**src/rtl/xbar_cfg_pkg.sv**
```systemverilog
package xbar_cfg_pkg;
  localparam int unsigned CODE_W = 4;
  localparam logic [CODE_W-1:0] LVL_RST = 4'b0111;
  localparam logic [CODE_W-1:0] EQ_RST  = '0;

  typedef enum logic [1:0] {
    FN_CONN  = 2'b00,
    FN_LVL   = 2'b01,
    FN_BCAST = 2'b10,
    FN_EQ    = 2'b11
  } fn_e;

  // channel field values that select a broadcast target under FN_BCAST
  localparam int unsigned BC_CONN = 0;
  localparam int unsigned BC_LVL  = 1;
  localparam int unsigned BC_EQ   = 3;
endpackage

```
**src/rtl/xbar_cfg_decode.sv**
```systemverilog
module xbar_cfg_decode
  import xbar_cfg_pkg::*;
#(
  parameter int unsigned NUM_PORTS = 4,
  localparam int unsigned SEL_W  = $clog2(NUM_PORTS),
  localparam int unsigned ADDR_W = 2 + SEL_W
) (
  input  logic                 cs_ni,
  input  logic                 we_ni,
  input  logic                 upd_ni,
  input  logic                 re_ni,
  input  logic                 mode_i,
  input  logic [ADDR_W-1:0]    addr_i,
  output logic [NUM_PORTS-1:0] conn_we_o,
  output logic [NUM_PORTS-1:0] lvl_we_o,
  output logic [NUM_PORTS-1:0] eq_we_o,
  output logic                 upd_o,
  output logic                 rd_o
);
  logic             port_live;
  logic             wr;
  fn_e              fn;
  logic [SEL_W-1:0] chan;
  logic             bc_conn, bc_lvl, bc_eq;

  assign port_live = !cs_ni && !mode_i;
  assign wr        = port_live && !we_ni;
  assign upd_o     = port_live && !upd_ni;
  assign rd_o      = port_live && !re_ni && we_ni;

  assign fn   = fn_e'(addr_i[ADDR_W-1 -: 2]);
  assign chan = addr_i[SEL_W-1:0];

  assign bc_conn = (fn == FN_BCAST) && (chan == SEL_W'(BC_CONN));
  assign bc_lvl  = (fn == FN_BCAST) && (chan == SEL_W'(BC_LVL));
  assign bc_eq   = (fn == FN_BCAST) && (chan == SEL_W'(BC_EQ));

  for (genvar i = 0; i < NUM_PORTS; i++) begin : g_dec
    logic hit;
    assign hit          = (chan == SEL_W'(i));
    assign conn_we_o[i] = wr && (((fn == FN_CONN) && hit) || bc_conn);
    assign lvl_we_o[i]  = wr && (((fn == FN_LVL)  && hit) || bc_lvl);
    assign eq_we_o[i]   = wr && (((fn == FN_EQ)   && hit) || bc_eq);
  end
endmodule

```
**src/rtl/xbar_cfg_store.sv**
```systemverilog
module xbar_cfg_store
  import xbar_cfg_pkg::*;
#(
  parameter int unsigned NUM_PORTS = 4,
  localparam int unsigned SEL_W = $clog2(NUM_PORTS)
) (
  input  logic                              clk_i,
  input  logic                              rst_ni,
  input  logic [NUM_PORTS-1:0]              conn_we_i,
  input  logic [NUM_PORTS-1:0]              lvl_we_i,
  input  logic [NUM_PORTS-1:0]              eq_we_i,
  input  logic                              upd_i,
  input  logic [CODE_W-1:0]                 data_i,
  input  logic                              cap_i,
  input  logic [NUM_PORTS-1:0][SEL_W-1:0]   cap_sel_i,
  input  logic [NUM_PORTS-1:0]              cap_en_i,
  output logic [NUM_PORTS-1:0][SEL_W-1:0]   act_sel_o,
  output logic [NUM_PORTS-1:0]              act_en_o,
  output logic [NUM_PORTS-1:0][CODE_W-1:0]  act_lvl_o,
  output logic [NUM_PORTS-1:0][CODE_W-1:0]  act_eq_o
);
  logic [NUM_PORTS-1:0][SEL_W-1:0]  stg_sel_q, stg_sel_d, act_sel_q, act_sel_d;
  logic [NUM_PORTS-1:0]             stg_en_q,  stg_en_d,  act_en_q,  act_en_d;
  logic [NUM_PORTS-1:0][CODE_W-1:0] stg_lvl_q, stg_lvl_d, act_lvl_q, act_lvl_d;
  logic [NUM_PORTS-1:0][CODE_W-1:0] stg_eq_q,  stg_eq_d,  act_eq_q,  act_eq_d;

  always_comb begin
    stg_sel_d = stg_sel_q;
    stg_en_d  = stg_en_q;
    stg_lvl_d = stg_lvl_q;
    stg_eq_d  = stg_eq_q;
    for (int i = 0; i < NUM_PORTS; i++) begin
      if (conn_we_i[i]) begin
        stg_sel_d[i] = data_i[SEL_W-1:0];
        stg_en_d[i]  = data_i[SEL_W];
      end
      if (lvl_we_i[i]) stg_lvl_d[i] = data_i;
      if (eq_we_i[i])  stg_eq_d[i]  = data_i;
    end
    if (cap_i) begin
      stg_sel_d = cap_sel_i;
      stg_en_d  = cap_en_i;
    end
  end

  // update copies the post-write staging value, giving write-through for free
  always_comb begin
    act_sel_d = upd_i ? stg_sel_d : act_sel_q;
    act_en_d  = upd_i ? stg_en_d  : act_en_q;
    act_lvl_d = upd_i ? stg_lvl_d : act_lvl_q;
    act_eq_d  = upd_i ? stg_eq_d  : act_eq_q;
    if (cap_i) begin
      act_sel_d = cap_sel_i;
      act_en_d  = cap_en_i;
    end
  end

  always_ff @(posedge clk_i or negedge rst_ni) begin
    if (!rst_ni) begin
      for (int i = 0; i < NUM_PORTS; i++) begin
        stg_sel_q[i] <= SEL_W'(i);
        act_sel_q[i] <= SEL_W'(i);
        stg_lvl_q[i] <= LVL_RST;
        act_lvl_q[i] <= LVL_RST;
        stg_eq_q[i]  <= EQ_RST;
        act_eq_q[i]  <= EQ_RST;
      end
      stg_en_q <= '0;
      act_en_q <= '0;
    end else begin
      stg_sel_q <= stg_sel_d;
      stg_en_q  <= stg_en_d;
      stg_lvl_q <= stg_lvl_d;
      stg_eq_q  <= stg_eq_d;
      act_sel_q <= act_sel_d;
      act_en_q  <= act_en_d;
      act_lvl_q <= act_lvl_d;
      act_eq_q  <= act_eq_d;
    end
  end

  assign act_sel_o = act_sel_q;
  assign act_en_o  = act_en_q;
  assign act_lvl_o = act_lvl_q;
  assign act_eq_o  = act_eq_q;
endmodule

```
**src/rtl/xbar_cfg_rdmux.sv**
```systemverilog
module xbar_cfg_rdmux
  import xbar_cfg_pkg::*;
#(
  parameter int unsigned NUM_PORTS = 4,
  localparam int unsigned SEL_W  = $clog2(NUM_PORTS),
  localparam int unsigned ADDR_W = 2 + SEL_W
) (
  input  logic                              rd_i,
  input  logic [ADDR_W-1:0]                 addr_i,
  input  logic [NUM_PORTS-1:0][SEL_W-1:0]   act_sel_i,
  input  logic [NUM_PORTS-1:0]              act_en_i,
  input  logic [NUM_PORTS-1:0][CODE_W-1:0]  act_lvl_i,
  input  logic [NUM_PORTS-1:0][CODE_W-1:0]  act_eq_i,
  output logic [CODE_W-1:0]                 rd_data_o,
  output logic                              rd_oe_o
);
  fn_e              fn;
  logic [SEL_W-1:0] chan;
  logic [CODE_W-1:0] val;

  assign fn   = fn_e'(addr_i[ADDR_W-1 -: 2]);
  assign chan = addr_i[SEL_W-1:0];

  always_comb begin
    val = '0;
    unique case (fn)
      FN_CONN:  val[SEL_W:0] = {act_en_i[chan], act_sel_i[chan]};
      FN_LVL:   val = act_lvl_i[chan];
      FN_EQ:    val = act_eq_i[chan];
      default:  val = '0;
    endcase
  end

  assign rd_oe_o   = rd_i;
  assign rd_data_o = rd_i ? val : '0;
endmodule

```
**src/rtl/xbar_cfg_bank.sv**
```systemverilog
module xbar_cfg_bank
  import xbar_cfg_pkg::*;
#(
  parameter int unsigned NUM_PORTS = 4,
  localparam int unsigned SEL_W  = $clog2(NUM_PORTS),
  localparam int unsigned ADDR_W = 2 + SEL_W,
  localparam int unsigned MA_W   = CODE_W + 2
) (
  input  logic                          clk_i,
  input  logic                          rst_ni,
  input  logic                          cs_ni,
  input  logic                          we_ni,
  input  logic                          upd_ni,
  input  logic                          re_ni,
  input  logic                          mode_i,
  input  logic [ADDR_W-1:0]             addr_i,
  input  logic [CODE_W-1:0]             data_i,
  input  logic                          cap_i,
  input  logic [NUM_PORTS*SEL_W-1:0]    cap_sel_i,
  input  logic [NUM_PORTS-1:0]          cap_en_i,
  output logic [CODE_W-1:0]             rd_data_o,
  output logic                          rd_oe_o,
  output logic [NUM_PORTS*SEL_W-1:0]    out_sel_o,
  output logic [NUM_PORTS-1:0]          out_en_o,
  output logic [NUM_PORTS*CODE_W-1:0]   out_lvl_o,
  output logic [NUM_PORTS*MA_W-1:0]     out_ma_o,
  output logic [NUM_PORTS*CODE_W-1:0]   eq_code_o,
  output logic [NUM_PORTS-1:0]          eq_en_o
);
  logic [NUM_PORTS-1:0]             conn_we, lvl_we, eq_we;
  logic                             upd, rd;
  logic [NUM_PORTS-1:0][SEL_W-1:0]  act_sel;
  logic [NUM_PORTS-1:0]             act_en;
  logic [NUM_PORTS-1:0][CODE_W-1:0] act_lvl, act_eq;

  xbar_cfg_decode #(.NUM_PORTS(NUM_PORTS)) u_decode (
    .cs_ni    (cs_ni),
    .we_ni    (we_ni),
    .upd_ni   (upd_ni),
    .re_ni    (re_ni),
    .mode_i   (mode_i),
    .addr_i   (addr_i),
    .conn_we_o(conn_we),
    .lvl_we_o (lvl_we),
    .eq_we_o  (eq_we),
    .upd_o    (upd),
    .rd_o     (rd)
  );

  xbar_cfg_store #(.NUM_PORTS(NUM_PORTS)) u_store (
    .clk_i    (clk_i),
    .rst_ni   (rst_ni),
    .conn_we_i(conn_we),
    .lvl_we_i (lvl_we),
    .eq_we_i  (eq_we),
    .upd_i    (upd),
    .data_i   (data_i),
    .cap_i    (cap_i),
    .cap_sel_i(cap_sel_i),
    .cap_en_i (cap_en_i),
    .act_sel_o(act_sel),
    .act_en_o (act_en),
    .act_lvl_o(act_lvl),
    .act_eq_o (act_eq)
  );

  xbar_cfg_rdmux #(.NUM_PORTS(NUM_PORTS)) u_rdmux (
    .rd_i     (rd),
    .addr_i   (addr_i),
    .act_sel_i(act_sel),
    .act_en_i (act_en),
    .act_lvl_i(act_lvl),
    .act_eq_i (act_eq),
    .rd_data_o(rd_data_o),
    .rd_oe_o  (rd_oe_o)
  );

  assign out_sel_o = act_sel;
  assign out_en_o  = act_en;
  assign out_lvl_o = act_lvl;
  assign eq_code_o = act_eq;

  for (genvar i = 0; i < NUM_PORTS; i++) begin : g_lane
    assign eq_en_o[i] = |act_eq[i];
    assign out_ma_o[i*MA_W +: MA_W] = MA_W'(2) + {act_lvl[i], 1'b0};
  end
endmodule

```
**config.mk**
```make
export PLATFORM = sky130hd
export DESIGN_NAME = xbar_cfg_bank
export DESIGN_NICKNAME = d
export VERILOG_FILES = /design/src/rtl/xbar_cfg_pkg.sv /design/src/rtl/xbar_cfg_decode.sv /design/src/rtl/xbar_cfg_store.sv /design/src/rtl/xbar_cfg_rdmux.sv /design/src/rtl/xbar_cfg_bank.sv
export SDC_FILE = /design/constraint.sdc
export NUM_CORES = 1
export LEC_CHECK = 0
export ABC_CLOCK_PERIOD_IN_PS = 3400
export BUFFER_PORTS_ARGS = -buffer_cell sky130_fd_sc_hd__clkbuf_2
export CAP_MARGIN = 20
export CORE_UTILIZATION = 51
export DETAILED_ROUTE_END_ITERATION = 12
export PLACE_DENSITY_LB_ADDON = 0.12
export SYNTH_ARGS = -nofsm -noshare
export SYNTH_HDL_FRONTEND = slang
export SYNTH_SLANG_ARGS = --single-unit
```
**constraint.sdc**
```tcl
create_clock -name clk_i -period 3.4 [get_ports clk_i]
set_clock_uncertainty 0.2 [all_clocks]
set_input_delay 0.17 -clock clk_i [delete_from_list [all_inputs] [get_ports clk_i]]
set_output_delay 0.17 -clock clk_i [all_outputs]
set_load 0.005 [all_outputs]
```
# Word level (Yosys, flattened, before mapping)
# Cells that the tools add are included.
[totals] ff_bits=88
[op_classes] n_mux=33 reduce_logical=56 n_lt_le_gt_ge=1 n_eq_ne=6 n_addsub=4
[ops] operator="4-bit two-way mux" count=14
[ops] operator="1-bit logical AND" count=32
[ops] operator="2-bit by 5-bit adder with 6-bit output (first input constant)" count=4
[ops] operator="8-bit two-way mux" count=3
[ops] operator="4-bit binary-select mux with 2-bit select" count=2
[ops] operator="4-bit OR reduction" count=4
[ops] operator="1-bit logical OR" count=12
[ops] operator="2-bit two-way mux" count=5
[ops] operator="3-bit case mux with 3 select lines" count=1
[ops] operator="2-bit equality test (second input constant)" count=4
[ops] operator="1-bit logical NOT" count=5
[ops] operator="1-bit two-way mux" count=5
[ops] operator="2-bit binary-select mux with 2-bit select" count=1
[ops] operator="2-bit by 1-bit equality test with 1-bit output (second input constant)" count=2
[ops] operator="2-bit logical NOT" count=2
[ops] operator="2-bit by 3-bit < comparator with 1-bit output (second input constant)" count=1
[ops] operator="1-bit binary-select mux with 2-bit select" count=1
[ops] operator="1-bit case mux with 2 select lines" count=1
[ops] operator="2-bit nonzero test" count=1

# Depth between registers and ports, before layout
# Gate-level depths: netlist of the first run.
[depth] depth_word=8 mapped_depth=7

# Cells and area by module
# Synthesis of the first run repeated with hierarchy kept, for this count alone.
[unflattened] cells_unflattened=325 hier_area_um2=4451.8
[by_module_without_submodules] mod="xbar_cfg_store" area_per_inst_um2=3512.1 n_inst=1 cells_each=213
[by_module_without_submodules] mod="xbar_cfg_rdmux" area_per_inst_um2=422.9 n_inst=1 cells_each=42
[by_module_without_submodules] mod="xbar_cfg_decode" area_per_inst_um2=272.8 n_inst=1 cells_each=37
[by_module_without_submodules] mod="xbar_cfg_bank" area_per_inst_um2=244.0 n_inst=1 cells_each=33

# Worst setup path after synthesis of the first run
# No wires, ideal clock.
[synth_path] kind="in2reg" startpoint="input addr_i[3]" endpoint="register u_store.act_lvl_q, in the netlist u_store.act_lvl_o[3]" t_arrival_ps=1548 setup_time_ps=125 setup_slack_ps=1528 path_stages=5 path_buffers=1 cell_sequence="buf_2 -> or3b_2 -> a21o_1 -> mux2_4 -> mux2_2"
[synth_lines] item="start: declaration" line_no="xbar_cfg_bank.sv:16" text="input logic [ADDR_W-1:0] addr_i,"
[synth_lines] item="end signal: assignment" line_no="xbar_cfg_store.sv:77" text="act_lvl_q <= act_lvl_d;"
[synth_lines] item="end: declaration" line_no="xbar_cfg_store.sv:24" text="logic [NUM_PORTS-1:0][CODE_W-1:0] stg_lvl_q, stg_lvl_d, act_lvl_q, act_lvl_d;"

# Worst setup path after layout of the first run
[layout_path] startpoint="input addr_i[0]" endpoint="output rd_data_o[1]"
[layout_via] elab_chain_len=4 elab_cells_between_ends=8
[layout_rtl] item="4-bit binary-select mux with 2-bit select, or another cell as far along" line_no="xbar_cfg_rdmux.sv:29" text="FN_EQ: val = act_eq_i[chan];"
[layout_rtl] item="4-bit two-way mux (implied by the code), or another cell as far along" line_no="xbar_cfg_rdmux.sv:29"
[layout_rtl] item="3-bit case mux with 3 select lines *" line_no="xbar_cfg_rdmux.sv:26" text="unique case (fn)"
[layout_rtl] item="4-bit two-way mux *" line_no="xbar_cfg_rdmux.sv:35" text="assign rd_data_o = rd_i ? val : '0;"
[layout_rtl] item="end: declaration" line_no="xbar_cfg_bank.sv:21" text="output logic [CODE_W-1:0] rd_data_o,"
# Every way passes the cells marked *; elsewhere a longest branch is shown, timed or not. The select of a mux whose other input is x is not followed.

==> run_summary.xml, run 1 <==
<?xml version="1.0" encoding="UTF-8"?>
<metrics>
  <group name="cts">
    <metric name="insertion_delay_to_the_later_sink_of_the_worst_skew_pair" unit="ns">0.35</metric>
    <metric name="clock_transition_time_at_the_flip_flop_clock_pins_of_the_worst_setup_and_hold_paths" unit="ns">0.08</metric>
    <metric name="cts.sinks" unit="">88</metric>
    <metric name="ctsHtreeMaxLevel" unit="">3</metric>
    <metric name="cts.root.buffer_cell" unit="">sky130_fd_sc_hd__clkbuf_8</metric>
    <metric name="cts_post_setup_buffers_inserted" unit="">0</metric>
    <metric name="clock_tree.buffer_depth" unit="">2</metric>
    <metric name="cts_buffers" unit="">9</metric>
    <metric name="post_cts_resized" unit="">0</metric>
    <metric name="cts_tree" unit="">built</metric>
  </group>
  <group name="route">
    <metric name="routed_wl" unit="um">11200</metric>
    <metric name="top_layer" unit="">met4</metric>
    <metric name="drt_pre_antenna_iters" unit="">4</metric>
    <metric name="met2RoutedLength" unit="um">5400</metric>
    <metric name="met3RoutedLength" unit="um">447</metric>
    <metric name="viasPerCell" unit="">5.87</metric>
    <metric name="drc" unit="">0</metric>
    <metric name="average_wire_length_per_cell_after_detail_routing" unit="um">19.4</metric>
    <metric name="detailedRoute.firstIterationViolations" unit="">193</metric>
    <metric name="detail_route.wirelength.met1" unit="um">5230</metric>
    <metric name="route.antenna.remaining_nets" unit="">0</metric>
    <metric name="via_count" unit="">3391</metric>
  </group>
  <group name="grt">
    <metric name="grt_remaining_overflow" unit="">0</metric>
    <metric name="antenna_found_initial" unit="">0</metric>
    <metric name="grt_max_degree" unit="">89</metric>
    <metric name="grt_use_total" unit="%">25.4</metric>
    <metric name="grt_pass1_vias" unit="">3094</metric>
    <metric name="global_route_wire_length_before_repair" unit="um">17200</metric>
  </group>
  <group name="timing">
    <metric name="final_hold_viols" unit="">0</metric>
    <metric name="layout_setup_ws" unit="ns">1.03</metric>
    <metric name="rsz_0062_raised_after_global_routing" unit="">false</metric>
    <metric name="worst_slew_pin_slew" unit="ns">1.05</metric>
    <metric name="final.period_utilization" unit="%">69.7</metric>
    <metric name="maxSlewHeadroom" unit="%">28.8</metric>
    <metric name="summed_negative_setup_slack_over_all_endpoints" unit="ns">0</metric>
    <metric name="maxClockFrequency" unit="GHz">0.422</metric>
    <metric name="final-setup-viol-count" unit="">0</metric>
    <metric name="finalWorstPathRequiredPeriod" unit="ns">2.37</metric>
    <metric name="timing.final.max_slew_violations" unit="">0</metric>
  </group>
  <group name="power_and_ir_drop">
    <metric name="power.ir.vdd_worst" unit="V">0.000302</metric>
    <metric name="p_per_area" unit="mW/mm^2">571</metric>
    <metric name="cellLeakagePower" unit="nW">2.49</metric>
    <metric name="fin_total_pwr" unit="mW">3.10</metric>
  </group>
  <group name="place">
    <metric name="post-dp-hpwl" unit="um">7730</metric>
    <metric name="port_buffers" unit="">100</metric>
    <metric name="placement.setup.worst_slack" unit="ns">1.04</metric>
    <metric name="gp_congestion" unit="">0.797</metric>
    <metric name="dp.cells" unit="">548</metric>
  </group>
  <group name="logic_synthesis">
    <metric name="synth-seq-cells" unit="">88</metric>
    <metric name="postSynth.asyncResetShare" unit="%">100</metric>
    <metric name="synth_most_common_cell" unit="">sky130_fd_sc_hd__mux2_2</metric>
    <metric name="syn_area_per_cell" unit="um^2">12.6</metric>
    <metric name="synth_enable_flop_cells" unit="">0</metric>
    <metric name="synth.yosys.seq_area_share" unit="%">49.4</metric>
    <metric name="synthCells" unit="">359</metric>
    <metric name="main_synth_ff_type" unit="">sky130_fd_sc_hd__dfrtp_1</metric>
    <metric name="netlist.top_cell.by_area" unit="">sky130_fd_sc_hd__dfrtp_1</metric>
    <metric name="distinct_cells_synth" unit="">52</metric>
    <metric name="yosysWarningCount" unit="">0</metric>
    <metric name="post_synthesis_instance_area" unit="mm^2">0.00454</metric>
    <metric name="yosys-top-cells-count" unit="">sky130_fd_sc_hd__mux2_2 (66), sky130_fd_sc_hd__dfrtp_1 (56), sky130_fd_sc_hd__dfstp_2 (32), sky130_fd_sc_hd__nand2_1 (15)</metric>
    <metric name="synth.area.top_cells" unit="">sky130_fd_sc_hd__dfrtp_1 (31%), sky130_fd_sc_hd__dfstp_2 (19%), sky130_fd_sc_hd__mux2_2 (16%)</metric>
    <metric name="synth_top_cell_area_share" unit="%">30.9</metric>
  </group>
  <group name="layout">
    <metric name="seq_area" unit="mm^2">0.00224</metric>
    <metric name="fin_cells" unit="">578</metric>
    <metric name="multi_input_area" unit="mm^2">0.00213</metric>
    <metric name="nNetsFinal" unit="">497</metric>
    <metric name="fraction_of_final_layout_cells_with_drive_strength_greater_than_1" unit="%">52.3</metric>
    <metric name="post-route-util" unit="%">62.6</metric>
    <metric name="fillCellCount" unit="">725</metric>
    <metric name="syn_to_final_growth" unit="%">19.7</metric>
    <metric name="antennaDiodeCount" unit="">0</metric>
  </group>
  <group name="floorplan">
    <metric name="chipHeight" unit="um">96.3</metric>
    <metric name="initial_core_util" unit="%">52.3</metric>
    <metric name="floorplan.die_area" unit="mm^2">0.00928</metric>
    <metric name="fp.coreArea" unit="mm^2">0.00868</metric>
    <metric name="num_io_pins" unit="">105</metric>
    <metric name="row_count" unit="">34</metric>
    <metric name="die_width" unit="um">96.3</metric>
  </group>
  <group name="worst_setup_path">
    <metric name="required" unit="ns">3.03</metric>
    <metric name="timing_worst_setup_path_type" unit="">input pin to output pin</metric>
    <metric name="critical_path_capture_point_type" unit="">output pin</metric>
    <metric name="cp-start-kind" unit="">input pin</metric>
    <metric name="critical_path_arrival" unit="ns">2.00</metric>
    <metric name="worst-path-max-fanout" unit="">25</metric>
  </group>
  <group name="run">
    <metric name="max_cap_violations" unit="">0</metric>
  </group>
  <group name="run_status">
    <metric name="run_status" unit="">complete, no violations</metric>
  </group>
  <group name="worst_hold_path">
    <metric name="hold_path_class" unit="">input pin to flip-flop</metric>
  </group>
</metrics>
-- logic make-up after synthesis --
group / count (synthesis) / synth area share [%]
AO/OA/AOI/OAI: 39 / 6.12
other: 1 / 0.0827
adder cells (fa/ha/maj): 4 / 1.10
AND/OR/NAND/NOR: 90 / 12.3
multiplexers: 86 / 24.3
XOR/XNOR: 14 / 2.70
flip-flops: 88 / 49.4
buffers and inverters: 37 / 4.03
-- final cells by class --
class | instances | area share, %
sequential | 88 | 41.3
multi-input combinational | 237 | 39.2
timing repair buffer | 119 | 12.7
clock buffer | 11 | 2.60
tap | 108 | 2.49
clock inverter | 5 | 1.04
inverter | 10 | 0.691
-- flip-flops by register name, summed over array words and instances (netlist names) --
register,flops
u_store.stg_eq_q,16
u_store.act_sel_o,8
u_store.stg_sel_q,8
u_store.act_en_o,4
u_store.act_eq_o,16
u_store.act_lvl_o,16
u_store.stg_en_q,4
u_store.stg_lvl_q,16
-- cells in the final DEF (no fill, tap or decap), drive strengths merged, types with 9 or more instances in the layout --
| cell | Yosys | layout |
|---|---|---|
| mux2 | 70 | 70 |
| inv | 9 | 9 |
| clkbuf | 8 | 110 |
| dlygate4sd3 | 0 | 13 |
| o21ai | 10 | 10 |
| dfrtp | 56 | 56 |
| nor3 | 11 | 11 |
| nand2 | 15 | 15 |
| mux4 | 11 | 11 |
| dfstp | 32 | 32 |
-- through the flow --
step	area, um^2	hold WS (ns)
final	5430	0.0757
after global routing	5430	0.0816
after CTS	5410	0.0710
after detailed placement	5080	0.226
after global placement	5080	0.211
after floorplan	4550	-0.326
-- report_power, final --
| group | internal (mW) | switching (mW) | total (mW) |
|---|---|---|---|
| clock | 0.359 | 0.366 | 0.725 |
| sequential | 1.33 | 0.222 | 1.55 |
| combinational | 0.475 | 0.353 | 0.828 |
-- repair_timing --
| action | in CTS | in global routing |
|---|---|---|
| endpoints found under the setup margin | 0 | 0 |
| endpoints found under the hold margin | 79 | 0 |
| hold buffers | 13 | 0 |
-- worst max-delay path, stage by stage --
cell	delay, ns
sky130_fd_sc_hd__clkbuf_2	0.46
sky130_fd_sc_hd__buf_4	0.28
sky130_fd_sc_hd__mux4_2	0.52
sky130_fd_sc_hd__mux2i_1	0.15
sky130_fd_sc_hd__o21ai_0	0.12
sky130_fd_sc_hd__and2_1	0.19
sky130_fd_sc_hd__clkbuf_2	0.10
-- path summary, 6_finish.rpt --
kind,from,depth (start not counted),slack (ns),end
setup / recovery,addr_i[0],7,1.03,rd_data_o[1]
hold / removal,we_ni,4,0.08,u_store.stg_sel_q[5]$_DFF_PN1_
setup reg to reg,u_store.act_sel_o[2]$_DFFE_PN1P_,3,2.07,u_store.act_sel_o[2]$_DFFE_PN1P_
hold reg to reg,u_store.stg_lvl_q[11]$_DFF_PN0_,1,0.30,u_store.stg_lvl_q[11]$_DFF_PN0_
max in group asynchronous,rst_ni,3,2.14,u_store.stg_lvl_q[6]$_DFF_PN1_
min in group asynchronous,rst_ni,2,0.14,u_store.act_eq_o[6]$_DFFE_PN0P_
-- per-layer routing --
metal | vias to the layer above | track usage [%]
li1 | 1524 | -
met4 | 0 | 7.72
met2 | 106 | 40.1
met5 | - | 0
met3 | 13 | 3.08
met1 | 1748 | 37.0
Note: power is estimated with default switching activity, not from simulation.
==> inputs of run 2 (changes only) <==
--- a/config.mk
+++ b/config.mk
@@ -5,10 +5,11 @@
 export SDC_FILE = /design/constraint.sdc
 export NUM_CORES = 1
 export LEC_CHECK = 0
-export ABC_CLOCK_PERIOD_IN_PS = 3400
+export ABC_AREA = 1
+export ABC_CLOCK_PERIOD_IN_PS = 1950
 export BUFFER_PORTS_ARGS = -buffer_cell sky130_fd_sc_hd__clkbuf_2
 export CAP_MARGIN = 20
-export CORE_UTILIZATION = 51
+export CORE_UTILIZATION = 49
 export DETAILED_ROUTE_END_ITERATION = 12
 export PLACE_DENSITY_LB_ADDON = 0.12
 export SYNTH_ARGS = -nofsm -noshare
==> constraint.sdc (replaced) <==
create_clock -name clk_i -period 1.95 [get_ports clk_i]
set_clock_uncertainty 0.2 [all_clocks]
set_input_delay 0.0975 -clock clk_i [delete_from_list [all_inputs] [get_ports clk_i]]
set_output_delay 0.0975 -clock clk_i [all_outputs]
set_load 0.005 [all_outputs]
==> run_summary.xml, run 2 <==
<?xml version="1.0" encoding="UTF-8"?>
<metrics>
  <group name="run_status">
    <metric name="run_status" unit="">complete, no violations</metric>
  </group>
  <group name="floorplan">
    <metric name="die_width" unit="um">96.8</metric>
    <metric name="row_count" unit="">34</metric>
    <metric name="initial_core_util" unit="%">50.5</metric>
    <metric name="floorplan.die_area" unit="mm^2">0.00936</metric>
    <metric name="num_io_pins" unit="">105</metric>
    <metric name="chipHeight" unit="um">96.8</metric>
    <metric name="fp.coreArea" unit="mm^2">0.00872</metric>
  </group>
  <group name="logic_synthesis">
    <metric name="synth.area.top_cells" unit="">sky130_fd_sc_hd__dfrtp_1 (32%), sky130_fd_sc_hd__dfstp_2 (19%), sky130_fd_sc_hd__nand2_1 (17%)</metric>
    <metric name="synth_top_cell_area_share" unit="%">31.8</metric>
    <metric name="main_synth_ff_type" unit="">sky130_fd_sc_hd__dfrtp_1</metric>
    <metric name="yosysWarningCount" unit="">0</metric>
    <metric name="synth_enable_flop_cells" unit="">0</metric>
    <metric name="synth.yosys.seq_area_share" unit="%">51.0</metric>
    <metric name="synth_most_common_cell" unit="">sky130_fd_sc_hd__nand2_1</metric>
    <metric name="post_synthesis_instance_area" unit="mm^2">0.00440</metric>
    <metric name="netlist.top_cell.by_area" unit="">sky130_fd_sc_hd__dfrtp_1</metric>
    <metric name="yosys-top-cells-count" unit="">sky130_fd_sc_hd__nand2_1 (205), sky130_fd_sc_hd__dfrtp_1 (56), sky130_fd_sc_hd__nand3_1 (42), sky130_fd_sc_hd__inv_1 (40), sky130_fd_sc_hd__dfstp_2 (32)</metric>
    <metric name="synthCells" unit="">547</metric>
    <metric name="syn_area_per_cell" unit="um^2">8.04</metric>
    <metric name="distinct_cells_synth" unit="">31</metric>
    <metric name="synth-seq-cells" unit="">88</metric>
    <metric name="postSynth.asyncResetShare" unit="%">100</metric>
  </group>
  <group name="timing">
    <metric name="holdWs" unit="ns">0.00939</metric>
    <metric name="worst_slew_pin_slew" unit="ns">0.630</metric>
    <metric name="maxSlewHeadroom" unit="%">57.9</metric>
    <metric name="timing.final.max_slew_violations" unit="">0</metric>
    <metric name="final-setup-viol-count" unit="">0</metric>
    <metric name="maxClockFrequency" unit="GHz">0.537</metric>
    <metric name="summed_negative_setup_slack_over_all_endpoints" unit="ns">0</metric>
    <metric name="rsz_0062_raised_after_global_routing" unit="">true</metric>
    <metric name="final_hold_viols" unit="">0</metric>
    <metric name="finalWorstPathRequiredPeriod" unit="ns">1.86</metric>
    <metric name="final.period_utilization" unit="%">95.5</metric>
  </group>
  <group name="layout">
    <metric name="antennaDiodeCount" unit="">0</metric>
    <metric name="syn_to_final_growth" unit="%">24.6</metric>
    <metric name="nNetsFinal" unit="">707</metric>
    <metric name="final_standard_cell_area_without_fillers" unit="mm^2">0.00548</metric>
    <metric name="fraction_of_final_layout_cells_with_drive_strength_greater_than_1" unit="%">32.5</metric>
    <metric name="fin_cells" unit="">788</metric>
    <metric name="layout_commonest_cell" unit="">sky130_fd_sc_hd__nand2_1</metric>
    <metric name="layout.cells.most_common_list" unit="">sky130_fd_sc_hd__nand2_1 (205), sky130_fd_sc_hd__clkbuf_2 (98), sky130_fd_sc_hd__dfrtp_1 (56)</metric>
    <metric name="fillCellCount" unit="">781</metric>
    <metric name="post-route-util" unit="%">62.9</metric>
  </group>
  <group name="worst_setup_path">
    <metric name="worst_path_dominant_cell_family" unit="">compound AO/OA/AOI/OAI gates</metric>
    <metric name="slowest_stage_cell_on_the_critical_path" unit="">sky130_fd_sc_hd__dfrtp_1</metric>
    <metric name="critical_path_capture_point_type" unit="">output pin</metric>
    <metric name="worst-path-max-fanout" unit="">3</metric>
    <metric name="required" unit="ns">1.65</metric>
    <metric name="critical_path_arrival" unit="ns">1.56</metric>
    <metric name="critical_path_buf_inv_count" unit="">2</metric>
    <metric name="regToRegStartpoint" unit="">u_store.stg_lvl_q[6]$_DFF_PN1_</metric>
    <metric name="worst-r2r-cell-count" unit="">4</metric>
    <metric name="crit_chain" unit="">inv_1 &gt; o22ai_1 &gt; o21ai_0 &gt; a21boi_1 &gt; clkbuf_2</metric>
    <metric name="setup.reg_to_reg.worst_slack" unit="ns">0.84</metric>
    <metric name="timing_worst_setup_path_type" unit="">flip-flop to output pin</metric>
    <metric name="cp-start-kind" unit="">flip-flop</metric>
    <metric name="r2r-end" unit="">u_store.act_lvl_o[6]$_DFFE_PN1P_</metric>
    <metric name="slowest_delay" unit="ns">0.39</metric>
  </group>
  <group name="power_and_ir_drop">
    <metric name="cellLeakagePower" unit="nW">2.82</metric>
    <metric name="power.ir.vdd_worst" unit="V">0.000357</metric>
    <metric name="p_per_area" unit="mW/mm^2">886</metric>
  </group>
  <group name="place">
    <metric name="gp_congestion" unit="">0.860</metric>
    <metric name="place_area" unit="mm^2">0.00506</metric>
    <metric name="dp.cells" unit="">749</metric>
    <metric name="port_buffers" unit="">100</metric>
    <metric name="post-dp-hpwl" unit="um">8420</metric>
  </group>
  <group name="route">
    <metric name="via_count" unit="">4063</metric>
    <metric name="drc" unit="">0</metric>
    <metric name="route.antenna.remaining_nets" unit="">0</metric>
    <metric name="routed_wl" unit="um">11600</metric>
    <metric name="detailedRoute.firstIterationViolations" unit="">186</metric>
    <metric name="average_wire_length_per_cell_after_detail_routing" unit="um">14.7</metric>
    <metric name="viasPerCell" unit="">5.16</metric>
    <metric name="drt_pre_antenna_iters" unit="">4</metric>
  </group>
  <group name="cts">
    <metric name="clock_tree.buffer_depth" unit="">2</metric>
    <metric name="cts.sinks" unit="">88</metric>
    <metric name="cts.root.buffer_cell" unit="">sky130_fd_sc_hd__clkbuf_8</metric>
    <metric name="insertion_delay_to_the_later_sink_of_the_worst_skew_pair" unit="ns">0.36</metric>
    <metric name="cts_buffers" unit="">9</metric>
    <metric name="cts_tree" unit="">built</metric>
    <metric name="clock_transition_time_at_the_flip_flop_clock_pins_of_the_worst_setup_and_hold_paths" unit="ns">0.09</metric>
    <metric name="ctsHtreeMaxLevel" unit="">3</metric>
  </group>
  <group name="run">
    <metric name="max_cap_violations" unit="">0</metric>
  </group>
  <group name="grt">
    <metric name="global_route_wire_length_before_repair" unit="um">18900</metric>
    <metric name="grt_pass1_vias" unit="">3891</metric>
    <metric name="grt_use_total" unit="%">25.5</metric>
    <metric name="antenna_found_initial" unit="">0</metric>
    <metric name="grt_remaining_overflow" unit="">0</metric>
    <metric name="grt_max_degree" unit="">41</metric>
  </group>
  <group name="worst_hold_path">
    <metric name="hold_path_class" unit="">input pin to asynchronous set/reset pin</metric>
  </group>
</metrics>
==> run 2: area by class of cell <==
| type | instances | area [um^2] | area share (%) |
|---|---|---|---|
| timing repair buffer | 131 | 818 | 14.9 |
| clock inverter | 5 | 32.5 | 0.593 |
| multi-input combinational | 402 | 1950 | 35.6 |
| inverter | 43 | 163 | 2.97 |
| clock buffer | 11 | 141 | 2.58 |
| sequential | 88 | 2240 | 40.9 |
| tap | 108 | 135 | 2.47 |
==> run 2: report_power, final <==
part	total (mW)	switching [mW]	internal [mW]
registers	2.46	0.227	2.24
logic	1.25	0.692	0.560
clock network	1.14	0.649	0.494
total	4.86	1.57	3.29
==> run 2: worst max path at each step <==
stage | to | cells past startpoint | slack [ns] | startpoint
after floorplan | rd_data_o[1] | 8 | 0.61 | u_store.act_lvl_o[5]$_DFFE_PN1P_
after global placement | u_store.act_sel_o[3]$_DFFE_PN0P_ | 8 | 0.05 | cs_ni
after detailed placement | u_store.act_sel_o[0]$_DFFE_PN0P_ | 8 | -0.02 | cs_ni
after CTS | u_store.act_sel_o[0]$_DFFE_PN0P_ | 6 | 0.01 | cap_i
after global routing | rd_data_o[1] | 9 | -0.02 | u_store.act_lvl_o[5]$_DFFE_PN1P_
final | rd_data_o[3] | 5 | 0.09 | u_store.act_lvl_o[15]$_DFFE_PN0P_
==> run 2: per-stage QoR <==
step	power, mW	setup slack [ns]
after CTS	4.84	0.0137
after floorplan	3.11	0.612
final	4.86	0.0885
after detailed placement	3.68	-0.0241
after global placement	3.64	0.0548
after global routing	5.15	-0.0244
==> run 2: repair_timing <==
item	in CTS	in global routing
hold endpoints to repair	93	0
gates resized for setup	0	15
buffers inserted	0	5
hold buffers	18	0
endpoints found under the setup margin	0	16
==> run 2: cell families after synthesis <==
kind of cell | count (synthesis) | share of synthesized area [%]
buffers and inverters | 60 | 5.63
AOI/OAI and AO/OA | 64 | 9.01
xor gates and xnor gates | 8 | 1.59
DFF | 88 | 51.0
and+or+nand+nor | 322 | 31.6
other | 1 | 0.0852
adders and majority gates | 4 | 1.14
==> run 2: metal layers <==
metal	wire (um)	vias up	share of wire (%)	global-route usage [%]
met2	5670	134	49	42.4
met5	0	-	0	0
met4	144	0	1.2	7.35
met1	5220	1921	45	34.9
li1	-	1995	-	-
met3	555	13	4.8	3.68
==> inputs of run 3 (changes only) <==
--- a/config.mk
+++ b/config.mk
@@ -12,6 +12,7 @@
 export CORE_UTILIZATION = 49
 export DETAILED_ROUTE_END_ITERATION = 12
 export PLACE_DENSITY_LB_ADDON = 0.12
+export RECOVER_POWER = 50
 export SYNTH_ARGS = -nofsm -noshare
 export SYNTH_HDL_FRONTEND = slang
 export SYNTH_SLANG_ARGS = --single-unit
==> run_summary.xml, run 3 (synthesis results as in run 2) <==
<?xml version="1.0" encoding="UTF-8"?>
<metrics>
  <group name="grt">
    <metric name="grt_max_degree" unit="">41</metric>
    <metric name="top_usage_layer" unit="">met2</metric>
    <metric name="grt_pass1_vias" unit="">3891</metric>
    <metric name="global_route_wire_length_before_repair" unit="um">18900</metric>
    <metric name="antenna_found_initial" unit="">0</metric>
    <metric name="grt_use_total" unit="%">25.5</metric>
    <metric name="grt_remaining_overflow" unit="">0</metric>
    <metric name="met3_usage" unit="%">3.68</metric>
    <metric name="met2_usage" unit="%">42.4</metric>
    <metric name="groute.layer.met1.usage" unit="%">34.9</metric>
  </group>
  <group name="worst_hold_path">
    <metric name="hold_path_class" unit="">input pin to flip-flop</metric>
    <metric name="hold-path-cell-count" unit="">3</metric>
  </group>
  <group name="cts">
    <metric name="cts_buffers" unit="">9</metric>
    <metric name="clock_tree.buffer_depth" unit="">2</metric>
    <metric name="cts_tree" unit="">built</metric>
    <metric name="clock_transition_time_at_the_flip_flop_clock_pins_of_the_worst_setup_and_hold_paths" unit="ns">0.09</metric>
    <metric name="ctsHtreeMaxLevel" unit="">3</metric>
    <metric name="insertion_delay_to_the_later_sink_of_the_worst_skew_pair" unit="ns">0.36</metric>
    <metric name="cts.sinks" unit="">88</metric>
    <metric name="cts.root.buffer_cell" unit="">sky130_fd_sc_hd__clkbuf_8</metric>
  </group>
  <group name="timing">
    <metric name="final.period_utilization" unit="%">95.0</metric>
    <metric name="maxClockFrequency" unit="GHz">0.540</metric>
    <metric name="final-setup-viol-count" unit="">0</metric>
    <metric name="maxSlewHeadroom" unit="%">45.8</metric>
    <metric name="layout_setup_ws" unit="ns">0.0969</metric>
    <metric name="finalWorstPathRequiredPeriod" unit="ns">1.85</metric>
    <metric name="timing.final.max_slew_violations" unit="">0</metric>
    <metric name="worst_slew_pin_slew" unit="ns">0.813</metric>
    <metric name="final_hold_viols" unit="">0</metric>
    <metric name="rsz_0062_raised_after_global_routing" unit="">true</metric>
  </group>
  <group name="layout">
    <metric name="post-route-util" unit="%">62.3</metric>
    <metric name="multi_input_area" unit="mm^2">0.00192</metric>
    <metric name="layout_commonest_cell" unit="">sky130_fd_sc_hd__nand2_1</metric>
    <metric name="nNetsFinal" unit="">707</metric>
    <metric name="seq_area" unit="mm^2">0.00224</metric>
    <metric name="antennaDiodeCount" unit="">0</metric>
    <metric name="syn_to_final_growth" unit="%">23.5</metric>
    <metric name="final_standard_cell_area_without_fillers" unit="mm^2">0.00543</metric>
    <metric name="layout.cells.most_common_list" unit="">sky130_fd_sc_hd__nand2_1 (209), sky130_fd_sc_hd__clkbuf_2 (96), sky130_fd_sc_hd__dfrtp_1 (56)</metric>
    <metric name="fillCellCount" unit="">794</metric>
    <metric name="fraction_of_final_layout_cells_with_drive_strength_greater_than_1" unit="%">30.7</metric>
  </group>
  <group name="route">
    <metric name="drc" unit="">0</metric>
    <metric name="routed_wl" unit="um">11600</metric>
    <metric name="drt_pre_antenna_iters" unit="">4</metric>
    <metric name="detailedRoute.firstIterationViolations" unit="">174</metric>
    <metric name="route.antenna.remaining_nets" unit="">0</metric>
    <metric name="average_wire_length_per_cell_after_detail_routing" unit="um">14.7</metric>
    <metric name="via_count" unit="">4065</metric>
    <metric name="viasPerCell" unit="">5.16</metric>
  </group>
  <group name="floorplan">
    <metric name="num_io_pins" unit="">105</metric>
    <metric name="fp.coreArea" unit="mm^2">0.00872</metric>
    <metric name="floorplan.die_area" unit="mm^2">0.00936</metric>
    <metric name="row_count" unit="">34</metric>
    <metric name="die_width" unit="um">96.8</metric>
    <metric name="initial_core_util" unit="%">50.5</metric>
    <metric name="chipHeight" unit="um">96.8</metric>
  </group>
  <group name="place">
    <metric name="placement.setup.worst_slack" unit="ns">-0.0241</metric>
    <metric name="port_buffers" unit="">100</metric>
    <metric name="place_area" unit="mm^2">0.00506</metric>
    <metric name="gp_congestion" unit="">0.860</metric>
    <metric name="post-dp-hpwl" unit="um">8420</metric>
  </group>
  <group name="worst_setup_path">
    <metric name="worst-r2r-cell-count" unit="">4</metric>
    <metric name="required" unit="ns">1.65</metric>
    <metric name="critical_path_arrival" unit="ns">1.56</metric>
    <metric name="cp-start-kind" unit="">flip-flop</metric>
    <metric name="timing_worst_setup_path_type" unit="">flip-flop to output pin</metric>
    <metric name="worst-path-max-fanout" unit="">6</metric>
    <metric name="critical_path_capture_point_type" unit="">output pin</metric>
  </group>
  <group name="power_and_ir_drop">
    <metric name="power.ir.vdd_worst" unit="V">0.000359</metric>
    <metric name="cellLeakagePower" unit="nW">2.79</metric>
    <metric name="p_per_area" unit="mW/mm^2">891</metric>
  </group>
  <group name="run">
    <metric name="max_cap_violations" unit="">0</metric>
  </group>
  <group name="run_status">
    <metric name="run_status" unit="">complete, no violations</metric>
  </group>
</metrics>
==> run 3: cell count changes in the layout (fill, tap and decap cells not counted), sizes merged <==
cell / change
buf: -3
clkbuf: +3
==> run 3: routing by layer <==
| layer | vias to the layer above | wire (um) |
|---|---|---|
| li1 | 1993 | - |
| met1 | 1938 | 5310 |
| met2 | 121 | 5650 |
| met3 | 13 | 496 |
| met4 | 0 | 142 |
| met5 | - | 0 |
==> run 3: worst paths after layout <==
check                                             startpoint                                end  slack (ns)
max in group asynchronous                             rst_ni   u_store.act_sel_o[7]$_DFFE_PN1P_        0.27
hold reg to reg              u_store.stg_lvl_q[15]$_DFF_PN0_    u_store.stg_lvl_q[15]$_DFF_PN0_        0.28
setup reg to reg              u_store.stg_lvl_q[5]$_DFF_PN1_   u_store.act_lvl_o[5]$_DFFE_PN1P_        0.82
hold / removal                                     data_i[3]    u_store.stg_lvl_q[15]$_DFF_PN0_        0.06
setup / recovery           u_store.act_lvl_o[14]$_DFFE_PN1P_                       rd_data_o[2]         0.1
min in group asynchronous                             rst_ni  u_store.act_lvl_o[15]$_DFFE_PN0P_        0.15
==> run 3: final cells by class <==
| type | instances | area share [%] |
|---|---|---|
| multi-input cells | 402 | 35.4 |
| clock buffers | 11 | 2.60 |
| clock inverters | 5 | 0.599 |
| inverters | 43 | 2.99 |
| repair buffers | 131 | 14.6 |
| well taps | 108 | 2.49 |
| flip-flops and latches | 88 | 41.3 |
==> run 3: repair_timing <==
item | CTS | global route
gates resized for setup | 0 | 15
hold buffers | 18 | 0
buffers inserted | 0 | 5
hold endpoints to repair | 93 | 0
endpoints found under the setup margin | 0 | 16
==> run 3: power breakdown <==
group	switching [mW]	internal, mW
Sequential	0.227	2.24
Combinational	0.685	0.548
Clock	0.649	0.494
Total	1.56	3.28
==> run 3: critical path, stage by stage (launching register included) <==
cell and delay, ns:
sky130_fd_sc_hd__dfstp_2 0.59, sky130_fd_sc_hd__inv_2 0.05, sky130_fd_sc_hd__nor2_2 0.09, sky130_fd_sc_hd__a21oi_2 0.05, sky130_fd_sc_hd__nand2_1 0.06, sky130_fd_sc_hd__nand2_1 0.05, sky130_fd_sc_hd__nand3_1 0.08, sky130_fd_sc_hd__nand2_1 0.07
sky130_fd_sc_hd__inv_2 0.05, sky130_fd_sc_hd__clkbuf_2 0.10
==> run 3: through the flow <==
step	cells	hold WS, ns	power, mW	setup TNS (ns)
final	788	0.0575	4.84	0
after global routing	788	0.0833	5.13	-0.0472
after CTS	783	0.0291	4.84	0
after detailed placement	749	-0.129	3.68	-0.136
after global placement	749	-0.125	3.64	0
after floorplan	550	-0.398	3.11	0
